$ cat src/rtl/ptg_pkg.sv
package ptg_pkg;
  localparam int DIV_W = 3;

  typedef enum logic [1:0] {
    DIV_RUN   = 2'd0,
    DIV_HOLD  = 2'd1,
    DIV_CLEAR = 2'd2
  } div_mode_e;
endpackage

$ cat src/rtl/ptg_rst_sync.sv
module ptg_rst_sync #(
  parameter int STAGES = 2
) (
  input  logic clk,
  input  logic rst_n,
  output logic rst_sync_n
);
  logic [STAGES-1:0] sync_q;

  always_ff @(posedge clk or negedge rst_n) begin
    if (!rst_n) sync_q <= '0;
    else        sync_q <= {sync_q[STAGES-2:0], 1'b1};
  end

  assign rst_sync_n = sync_q[STAGES-1];
endmodule

$ cat src/rtl/ptg_div_decode.sv
module ptg_div_decode
  import ptg_pkg::*;
(
  input  logic [DIV_W-1:0] div_ctl,
  output div_mode_e        mode
);
  always_comb begin
    if (div_ctl[2:1] == 2'b11)       mode = DIV_CLEAR;
    else if (div_ctl <= DIV_W'(2))   mode = DIV_RUN;
    else                             mode = DIV_HOLD;
  end
endmodule

$ cat src/rtl/ptg_rate_decode.sv
module ptg_rate_decode #(
  parameter int CNT_W  = 15,
  parameter int CODE_W = 4
) (
  input  logic [CODE_W-1:0] code,
  output logic              active,
  output logic [CNT_W-1:0]  period,
  output logic [CNT_W-1:0]  mask
);
  localparam logic [CODE_W-1:0] REMAP_C1 = CODE_W'(7);
  localparam logic [CODE_W-1:0] REMAP_C2 = CODE_W'(8);

  logic [CODE_W-1:0] expo;

  always_comb begin
    active = (code != '0);
    if (code == CODE_W'(1))      expo = REMAP_C1;
    else if (code == CODE_W'(2)) expo = REMAP_C2;
    else if (active)             expo = code - CODE_W'(1);
    else                         expo = '0;
    period = active ? (CNT_W'(1) << expo) : '0;
    mask   = period - CNT_W'(1);
  end
endmodule

$ cat src/rtl/ptg_counter.sv
module ptg_counter #(
  parameter int CNT_W = 15
) (
  input  logic             clk,
  input  logic             rst_n,
  input  logic             step,
  input  logic             clear,
  output logic [CNT_W-1:0] cnt_q,
  output logic [CNT_W-1:0] cnt_nxt
);
  logic cnt_en;

  always_comb begin
    cnt_en  = clear | step;
    cnt_nxt = cnt_q;
    if (clear)     cnt_nxt = '0;
    else if (step) cnt_nxt = cnt_q + CNT_W'(1);
  end

  always_ff @(posedge clk or negedge rst_n) begin
    if (!rst_n)      cnt_q <= '0;
    else if (cnt_en) cnt_q <= cnt_nxt;
  end
endmodule

$ cat src/rtl/ptg_align.sv
module ptg_align #(
  parameter int CNT_W = 15
) (
  input  logic             clk,
  input  logic             rst_n,
  input  logic             step,
  input  logic             clear,
  input  logic             code_chg,
  input  logic             active,
  input  logic [CNT_W-1:0] period,
  input  logic [CNT_W-1:0] mask,
  input  logic [CNT_W-1:0] cnt_nxt,
  input  logic             pie,
  output logic             tick,
  output logic             pf_set,
  output logic             irq_set
);
  logic [CNT_W-1:0] target_q, target_nxt;
  logic             target_en;
  logic             hit;
  logic             tick_q, pf_q, irq_q;

  always_comb begin
    hit        = step & active & ~code_chg & (cnt_nxt == target_q);
    target_en  = code_chg | clear | hit;
    target_nxt = target_q;
    if (code_chg || clear) target_nxt = (cnt_nxt & ~mask) + period;
    else if (hit)          target_nxt = target_q + period;
  end

  always_ff @(posedge clk or negedge rst_n) begin
    if (!rst_n)         target_q <= '0;
    else if (target_en) target_q <= target_nxt;
  end

  always_ff @(posedge clk or negedge rst_n) begin
    if (!rst_n) begin
      tick_q <= 1'b0;
      pf_q   <= 1'b0;
      irq_q  <= 1'b0;
    end else begin
      tick_q <= hit;
      pf_q   <= hit;
      irq_q  <= hit & pie;
    end
  end

  assign tick    = tick_q;
  assign pf_set  = pf_q;
  assign irq_set = irq_q;
endmodule

$ cat src/rtl/periodic_tick_gen.sv
module periodic_tick_gen
  import ptg_pkg::*;
#(
  parameter int CNT_W  = 15,
  parameter int CODE_W = 4
) (
  input  logic              clk,
  input  logic              rst_n,
  input  logic              tb_en,
  input  logic [CODE_W-1:0] rate_code,
  input  logic [DIV_W-1:0]  div_ctl,
  input  logic              pie,
  output logic              tick,
  output logic              pf_set,
  output logic              irq_set
);
  logic              rst_sync_n;
  div_mode_e         mode;
  logic              active;
  logic [CNT_W-1:0]  period, mask;
  logic [CNT_W-1:0]  cnt_q, cnt_nxt;
  logic [CODE_W-1:0] code_q;
  logic              code_chg, step, clear;

  ptg_rst_sync #(.STAGES(2)) u_rst (
    .clk(clk), .rst_n(rst_n), .rst_sync_n(rst_sync_n)
  );

  ptg_div_decode u_div (.div_ctl(div_ctl), .mode(mode));

  ptg_rate_decode #(.CNT_W(CNT_W), .CODE_W(CODE_W)) u_rate (
    .code(rate_code), .active(active), .period(period), .mask(mask)
  );

  always_comb begin
    code_chg = (rate_code != code_q);
    step     = tb_en & (mode == DIV_RUN);
    clear    = (mode == DIV_CLEAR);
  end

  always_ff @(posedge clk or negedge rst_sync_n) begin
    if (!rst_sync_n)   code_q <= '0;
    else if (code_chg) code_q <= rate_code;
  end

  ptg_counter #(.CNT_W(CNT_W)) u_cnt (
    .clk(clk), .rst_n(rst_sync_n), .step(step), .clear(clear),
    .cnt_q(cnt_q), .cnt_nxt(cnt_nxt)
  );

  ptg_align #(.CNT_W(CNT_W)) u_align (
    .clk(clk), .rst_n(rst_sync_n), .step(step), .clear(clear),
    .code_chg(code_chg), .active(active), .period(period), .mask(mask),
    .cnt_nxt(cnt_nxt), .pie(pie),
    .tick(tick), .pf_set(pf_set), .irq_set(irq_set)
  );
endmodule

$ cat config.mk
export PLATFORM = sky130hd
export DESIGN_NAME = periodic_tick_gen
export DESIGN_NICKNAME = d
export VERILOG_FILES = /design/src/rtl/ptg_pkg.sv /design/src/rtl/ptg_rst_sync.sv /design/src/rtl/ptg_div_decode.sv /design/src/rtl/ptg_rate_decode.sv /design/src/rtl/ptg_counter.sv /design/src/rtl/ptg_align.sv /design/src/rtl/periodic_tick_gen.sv
export SDC_FILE = /design/constraint.sdc
export NUM_CORES = 1
export LEC_CHECK = 0
export BUFFER_PORTS_ARGS = -buffer_cell sky130_fd_sc_hd__buf_2
export CAP_MARGIN = 20
export CORE_MARGIN = 2
export CORE_UTILIZATION = 30
export CTS_BUF_LIST = sky130_fd_sc_hd__clkbuf_2
export CTS_CLUSTER_SIZE = 24
export DETAILED_ROUTE_END_ITERATION = 8
export PLACE_DENSITY_LB_ADDON = 0.2
export SYNTH_ARGS = -nofsm -noshare
export SYNTH_HDL_FRONTEND = slang
export SYNTH_HIERARCHICAL = 1
export SYNTH_SLANG_ARGS = --single-unit
$ cat constraint.sdc
create_clock -name clk -period 1.4 [get_ports clk]
set_clock_uncertainty 0.15 [all_clocks]
set_input_delay 0.14 -clock clk [delete_from_list [all_inputs] [get_ports clk]]
set_output_delay 0.14 -clock clk [all_outputs]
set_load 0.005 [all_outputs]
Word-level counts from Yosys, hierarchy flattened

Cells that the tools add are included.

Output and inout bits: 3
Input port bits: 11
Register bits: 38
Word-level logic and storage cells: 45

Equal/unequal tests: 6
Bitwise gates (word level): 11
Reduce and logical (&&, ||, !) cells: 5
Add/sub/neg operators: 5
$lt $le $gt $ge: 1
Muxes and demuxes: 10
Shifts and indexed selects: 1

Operator list:

| cell                    | count |
|---|---|
| $mux W15                | 5 |
| $add A15 B15 Y15        | 2 |
| $add A15 B1 Y15 const B | 1 |
| $and A15 B15 Y15        | 1 |
| $eq A15 B15 Y1          | 1 |
| $not A15 Y15            | 1 |
| $shl A1 B4 Y15 const A  | 1 |
| $sub A15 B1 Y15 const B | 1 |
| $mux W4                 | 3 |
| $and A1 B1 Y1           | 5 |
| $eq A2 B2 Y1 const B    | 2 |
| $eq A4 B1 Y1 const B    | 1 |
| $eq A4 B2 Y1 const B    | 1 |
| $ne A4 B4 Y1            | 1 |
| $reduce_bool A4 Y1      | 1 |
| $sub A4 B1 Y4 const B   | 1 |
| $le A3 B2 Y1 const B    | 1 |
| $or A1 B1 Y1            | 3 |
| $logic_not A2 Y1        | 1 |
| $mux W2                 | 1 |
| $reduce_and A2 Y1       | 1 |
| $reduce_bool A2 Y1      | 1 |
| $logic_or A1 B1 Y1      | 1 |
| $mux W1                 | 1 |
| $not A1 Y1              | 1 |

Logic depth before layout (Yosys ltp)

Depth after elaboration: 11
Mapped depth: 18
Depth with buffers taken out: 16

Hierarchy

The synthesis kept the hierarchy.

By module, submodules not included:

| module            | cells each | area each (µm²) | seq. area each (µm²) | instances |
|---|---|---|---|---|
| ptg_align         | 216        | 1756.7          | 425.4                | 1 |
| ptg_counter       | 92         | 903.4           | 375.4                | 1 |
| ptg_rate_decode   | 76         | 464.2           | 0.0                  | 1 |
| periodic_tick_gen | 15         | 170.2           | 100.1                | 1 |
| ptg_rst_sync      | 3          | 53.8            | 50.0                 | 1 |
| ptg_div_decode    | 3          | 21.3            | 0.0                  | 1 |

Worst setup path after synthesis

Ideal clock, no wire load.

Path kind: input port to flip-flop
From: input div_ctl[1]
To: register u_align.target_q[14]
Path buffers: 2
Arrival: 3.361 ns
Path slack: -2.241 ns
Setup time: 0.130 ns
Required time: 1.120 ns
Cell stages on the path: 17
Cells stage by stage: and2_2 -> nor3b_1 -> buf_6 -> nand4_4 -> or4_1 -> a21oi_1 -> nand2b_1 -> o21ai_0 -> ha_1 -> buf_2 -> a21oi_1 -> o22ai_1 -> nor2_1 -> a21bo_2 -> a221o_2 -> a21oi_1 -> o211ai_2

Cells in the longest elaborated chain, start to end: 11
Elaborated cells on any way between the ends: 21
Those cells by class: 1 x add/sub; 1 x order compare; 3 x eq/ne; 5 x mux; 7 x bitwise; 4 x reduce/logical

Ends and longest elaborated chain:

| item                                                                     | line                    | RTL |
|---|---|---|
| from (decl)                                                              | periodic_tick_gen.sv:11 | `input logic [DIV_W-1:0] div_ctl,` |
| $le A3 B2 Y1                                                             | ptg_div_decode.sv:9     | `else if (div_ctl <= DIV_W'(2)) mode = DIV_RUN;` |
| $mux W1                                                                  | ptg_div_decode.sv:9     |  |
| $mux W2 (*)                                                              | ptg_div_decode.sv:8     | `if (div_ctl[2:1] == 2'b11) mode = DIV_CLEAR;` |
| $logic_not A2 Y1 (*)                                                     | periodic_tick_gen.sv:37 | `step = tb_en & (mode == DIV_RUN);` |
| $and A1 B1 Y1 (*)                                                        | periodic_tick_gen.sv:37 |  |
| net step                                                                 | periodic_tick_gen.sv:23 | `logic code_chg, step, clear;` |
| $mux W15 (*)                                                             | ptg_counter.sv:17       | `else if (step) cnt_nxt = cnt_q + CNT_W'(1);` |
| $mux W15 (*)                                                             | ptg_counter.sv:16       | `if (clear) cnt_nxt = '0;` |
| net cnt_nxt[9]                                                           | periodic_tick_gen.sv:21 | `logic [CNT_W-1:0] cnt_q, cnt_nxt;` |
| parallel branches: the longest is 4 deep, another holds $add A15 B15 Y15 | -                       |  |
| to (signal assigned)                                                     | ptg_align.sv:33         | `else if (target_en) target_q <= target_nxt;` |
| to (decl)                                                                | ptg_align.sv:18         | `logic [CNT_W-1:0] target_q, target_nxt;` |

Mark *: on every way through the listed nets, which the timed path passes.
A chain may end at the register's enable or synchronous reset.

Worst setup path after layout

From: register u_cnt.cnt_q[0]
To: register u_align.target_q[14]

Cells in the longest elaborated chain, start to end: 7
Elaborated cells on any way between the ends: 11
Those cells by class: 2 x add/sub; 1 x eq/ne; 3 x mux; 3 x bitwise; 2 x reduce/logical

Ends and longest elaborated chain:

| item                                                                     | line                    | RTL |
|---|---|---|
| from (decl)                                                              | ptg_counter.sv:8        | `output logic [CNT_W-1:0] cnt_q,` |
| from (signal assigned)                                                   | ptg_counter.sv:22       | `else if (cnt_en) cnt_q <= cnt_nxt;` |
| $add A15 B1 Y15 (*)                                                      | ptg_counter.sv:17       |  |
| $mux W15 (*)                                                             | ptg_counter.sv:17       |  |
| $mux W15 (*)                                                             | ptg_counter.sv:16       |  |
| net cnt_nxt[5]                                                           | periodic_tick_gen.sv:21 |  |
| parallel branches: the longest is 4 deep, another holds $add A15 B15 Y15 | -                       |  |

Marks and branches as above.

==> results.md <==
* Outcome: complete, but fails checks
* Violated checks: setup timing
* Die Ht at 110 um
* TNS Setup at -33.39 ns
* Fill count at 1010
* Max-cap violations at 0
* Initial Utilization at 30.9%
* Pleak at about 2.5 nW
* Routability cong. at between 0.8 and 0.9
* DRT antenna net count at 0
* Final wirelength at 10500 um
* Worst EP required at 1.62 ns
* Ys async rst share at 100%
* Total grt overflow at 0
* Worst-skew pair later-pin latency at about 0.44 ns
* Synth Register Bits at 38
* Power per cell area at 574 mW/mm2
* Mapped Area at between 0.003 and 0.004 mm2
* Synth area leader: dfrtp_1
* Syn Inst Count at 405
* Pre-Repair DR Iteration Count at 5
* VDD IR max at 0.358 mV
* CTS H-Tree Depth at 2
* TritonCTS Sinks at 38
* Post-layout nets at just over 600
* Tcrit/Tclk final at 241%
* Worst slew margin at 56.1%
* Min cycle time layout at between 3 and 4 ns
* Port Buffer Count at 13
* Most frequent cells in the layout: buf_4, nand2_1, dfrtp_1
* Startpoint class of the critical path: flip-flop
* CP max FO at 5
* Via Count at 3434
* Slew Limit Fails at 0
* Worst-path clk slew at 0.23 ns
* CTS root buf: clkbuf_2
* Fmax at approximately 300 MHz
* Initial antenna violation count at 0
* # rows at 38
* CTS tree: built
* Critical path type: reg -> reg
* Clock buffer depth at 2
* Register area share after synthesis at 28.2%
* Yosys top cell area share at ~28%
* Core area at 0.0109 mm2
* Filler-free cell count of the finished design at 714
* Vias/cell at 4.81
* Most common cell after layout, fill and taps aside: buf_4
* Ports at 14
* Final hold vios at 0
* Vias in the first global route at between 3k and 4k
* Die area at approximately 0.012 mm2
* Slack of the critical path at -1.98 ns
* Synth-to-layout area growth at 61.2%
* Share of layout cells above drive strength 1 at 50.7%
* Crit. End Element: flip-flop
* RSZ-0062 raised after global routing: yes
* Hold Path Class: reg -> async
* FF+latch area at ~950 um2
* Multi-input gate area at approximately 0.0027 mm2
* DIE WIDTH at 110 um
* Pin count of the biggest net entering global routing at 37
* Syn Area/Cell at 8.32 um2
* Wire length per cell at 14.7 um
* Worst Max-Slew Pin Slew at between 0.6 and 0.7 ns
* Drc violations at 0
* Ant diodes at 0
* Number of buffers created by CTS at 5
* R2R Path Start: u_cnt/cnt_q[0]
* Post-synth cell types at between 60 and 70
* Crit path arrival time at 3.60 ns
* Synth area leaders: dfrtp_1, ha_1, xnor2_1
* Setup violators final at 28
* Placed insts at between 600 and 700
* Initial DRC Count at 178
* Gr usage total at 18.0%
* Hpwl dp at 7670 um
* Post-synth EDFFs at 0
* Dominant synthesized flop cell: dfrtp_1
* Hold Slack at ~0.078 ns
* Syn. warnings at 6
* CP startpoint: u_cnt/cnt_q[0]
* First-pass GRT wire length at 16700 um
[stage by stage]
| step | total power [W] | area, um2 | setup slack, ns | utilization, % |
|---|---|---|---|---|
| after floorplan | 0.00195 | 3470 | -1.93 | - |
| after global placement | 0.00241 | 4520 | -2.44 | 41.5 |
| after detailed placement | 0.00242 | 4520 | -2.44 | 41.5 |
| after CTS | 0.00303 | 5060 | -1.96 | 46.4 |
| after global routing | 0.00333 | 5430 | -2.13 | 49.9 |
| final | 0.00312 | 5430 | -1.98 | 49.9 |
[cell usage after synthesis (all sizes together), types with 3 or more instances]
cell type	n
nor2	41
nand2b	19
dfrtp	38
mux2	6
nand3	8
o21ai	31
nand2	46
nor3	6
nor2b	6
and2	4
xor2	9
inv	10
a21o	6
or4	5
nor4	4
a31oi	5
o31ai	9
or3	4
a21oi	31
xnor2	26
buf	16
nor3b	3
conb	3
ha	19
o22ai	3
nand4	11
clkbuf	9
[power breakdown]
group	leakage, nW	internal (W)	switching (W)
Sequential	0.500	0.00121	0.000101
Clock	0.0264	0.000113	0.000424
Combinational	1.98	0.000676	0.000592
Total	2.51	0.00200	0.00112
[state kept, by name (all words and copies together) (netlist names)]
| name | cells |
|---|---|
| code_q | 4 |
| u_rst/sync_q | 2 |
| u_align/pf_set | 1 |
| u_align/irq_set | 1 |
| u_cnt/cnt_q | 15 |
| u_align/target_q | 15 |
[worst max-delay path, cell delays in order (launching register included)]
cell,delay (ns)
dfrtp_2,0.47
nand4_4,0.17
buf_6,0.16
buf_6,0.11
or3_4,0.38
a21oi_4,0.16
nand2b_1,0.09
o21ai_2,0.18
buf_4,0.14
ha_4,0.20
nand4_1,0.13
a31oi_2,0.12
a21bo_2,0.24
a221o_2,0.37
a21oi_2,0.15
o211ai_2,0.09
[cell families (layout without fill, tap and decap cells)]
family | count (synthesis) | after routing | synth area share, %
and+or+nand+nor | 163 | 163 | 26.2
AOI/OAI and AO/OA | 102 | 102 | 19.3
DFF | 38 | 38 | 28.2
buffers and inverters | 36 | 200 | 6.57
xor gates and xnor gates | 35 | 35 | 9.10
adders and majority gates | 20 | 20 | 7.65
muxes | 8 | 8 | 2.60
other | 3 | 8 | 0.334
[final cells by class]
class,count,share of cell area [%]
Inverter,10,0.875
Multi-Input combinational cell,336,50.3
Sequential cell,38,17.6
Clock inverter,3,0.299
Tap cell,140,3.22
Timing Repair Buffer,182,27.2
Clock buffer,5,0.461
[path summary, 6_finish.rpt]
path                       cells after the start                    to  slack [ns]
min in group clk                               5        u_cnt/cnt_q[7]        0.14
max reg2reg                                   15  u_align/target_q[14]       -1.98
min                                            1  u_align/target_q[12]        0.08
min reg2reg                                    1  u_align/target_q[12]        0.08
max                                           15  u_align/target_q[14]       -1.98
max in group asynchronous                      3       u_rst/sync_q[0]        0.61
[routing by layer]
metal	part of all wire (%)	global-route usage (%)	up-vias
li1	-	-	1740
met1	46	23.5	1646
met2	50	30.9	37
met3	1.7	2.12	11
met4	1.9	5.79	0
met5	0	0	-
[repair_timing]
item                       4_1_cts  5_1_grt
setup endpoints to repair       27       29
gates cloned                     1        0
resized for setup               68       57
hold buffers                     7        0
hold endpoints to repair         7        0
pin swaps                       34       24
setup buffers                   12       19
(Power assumes the default switching activity.)
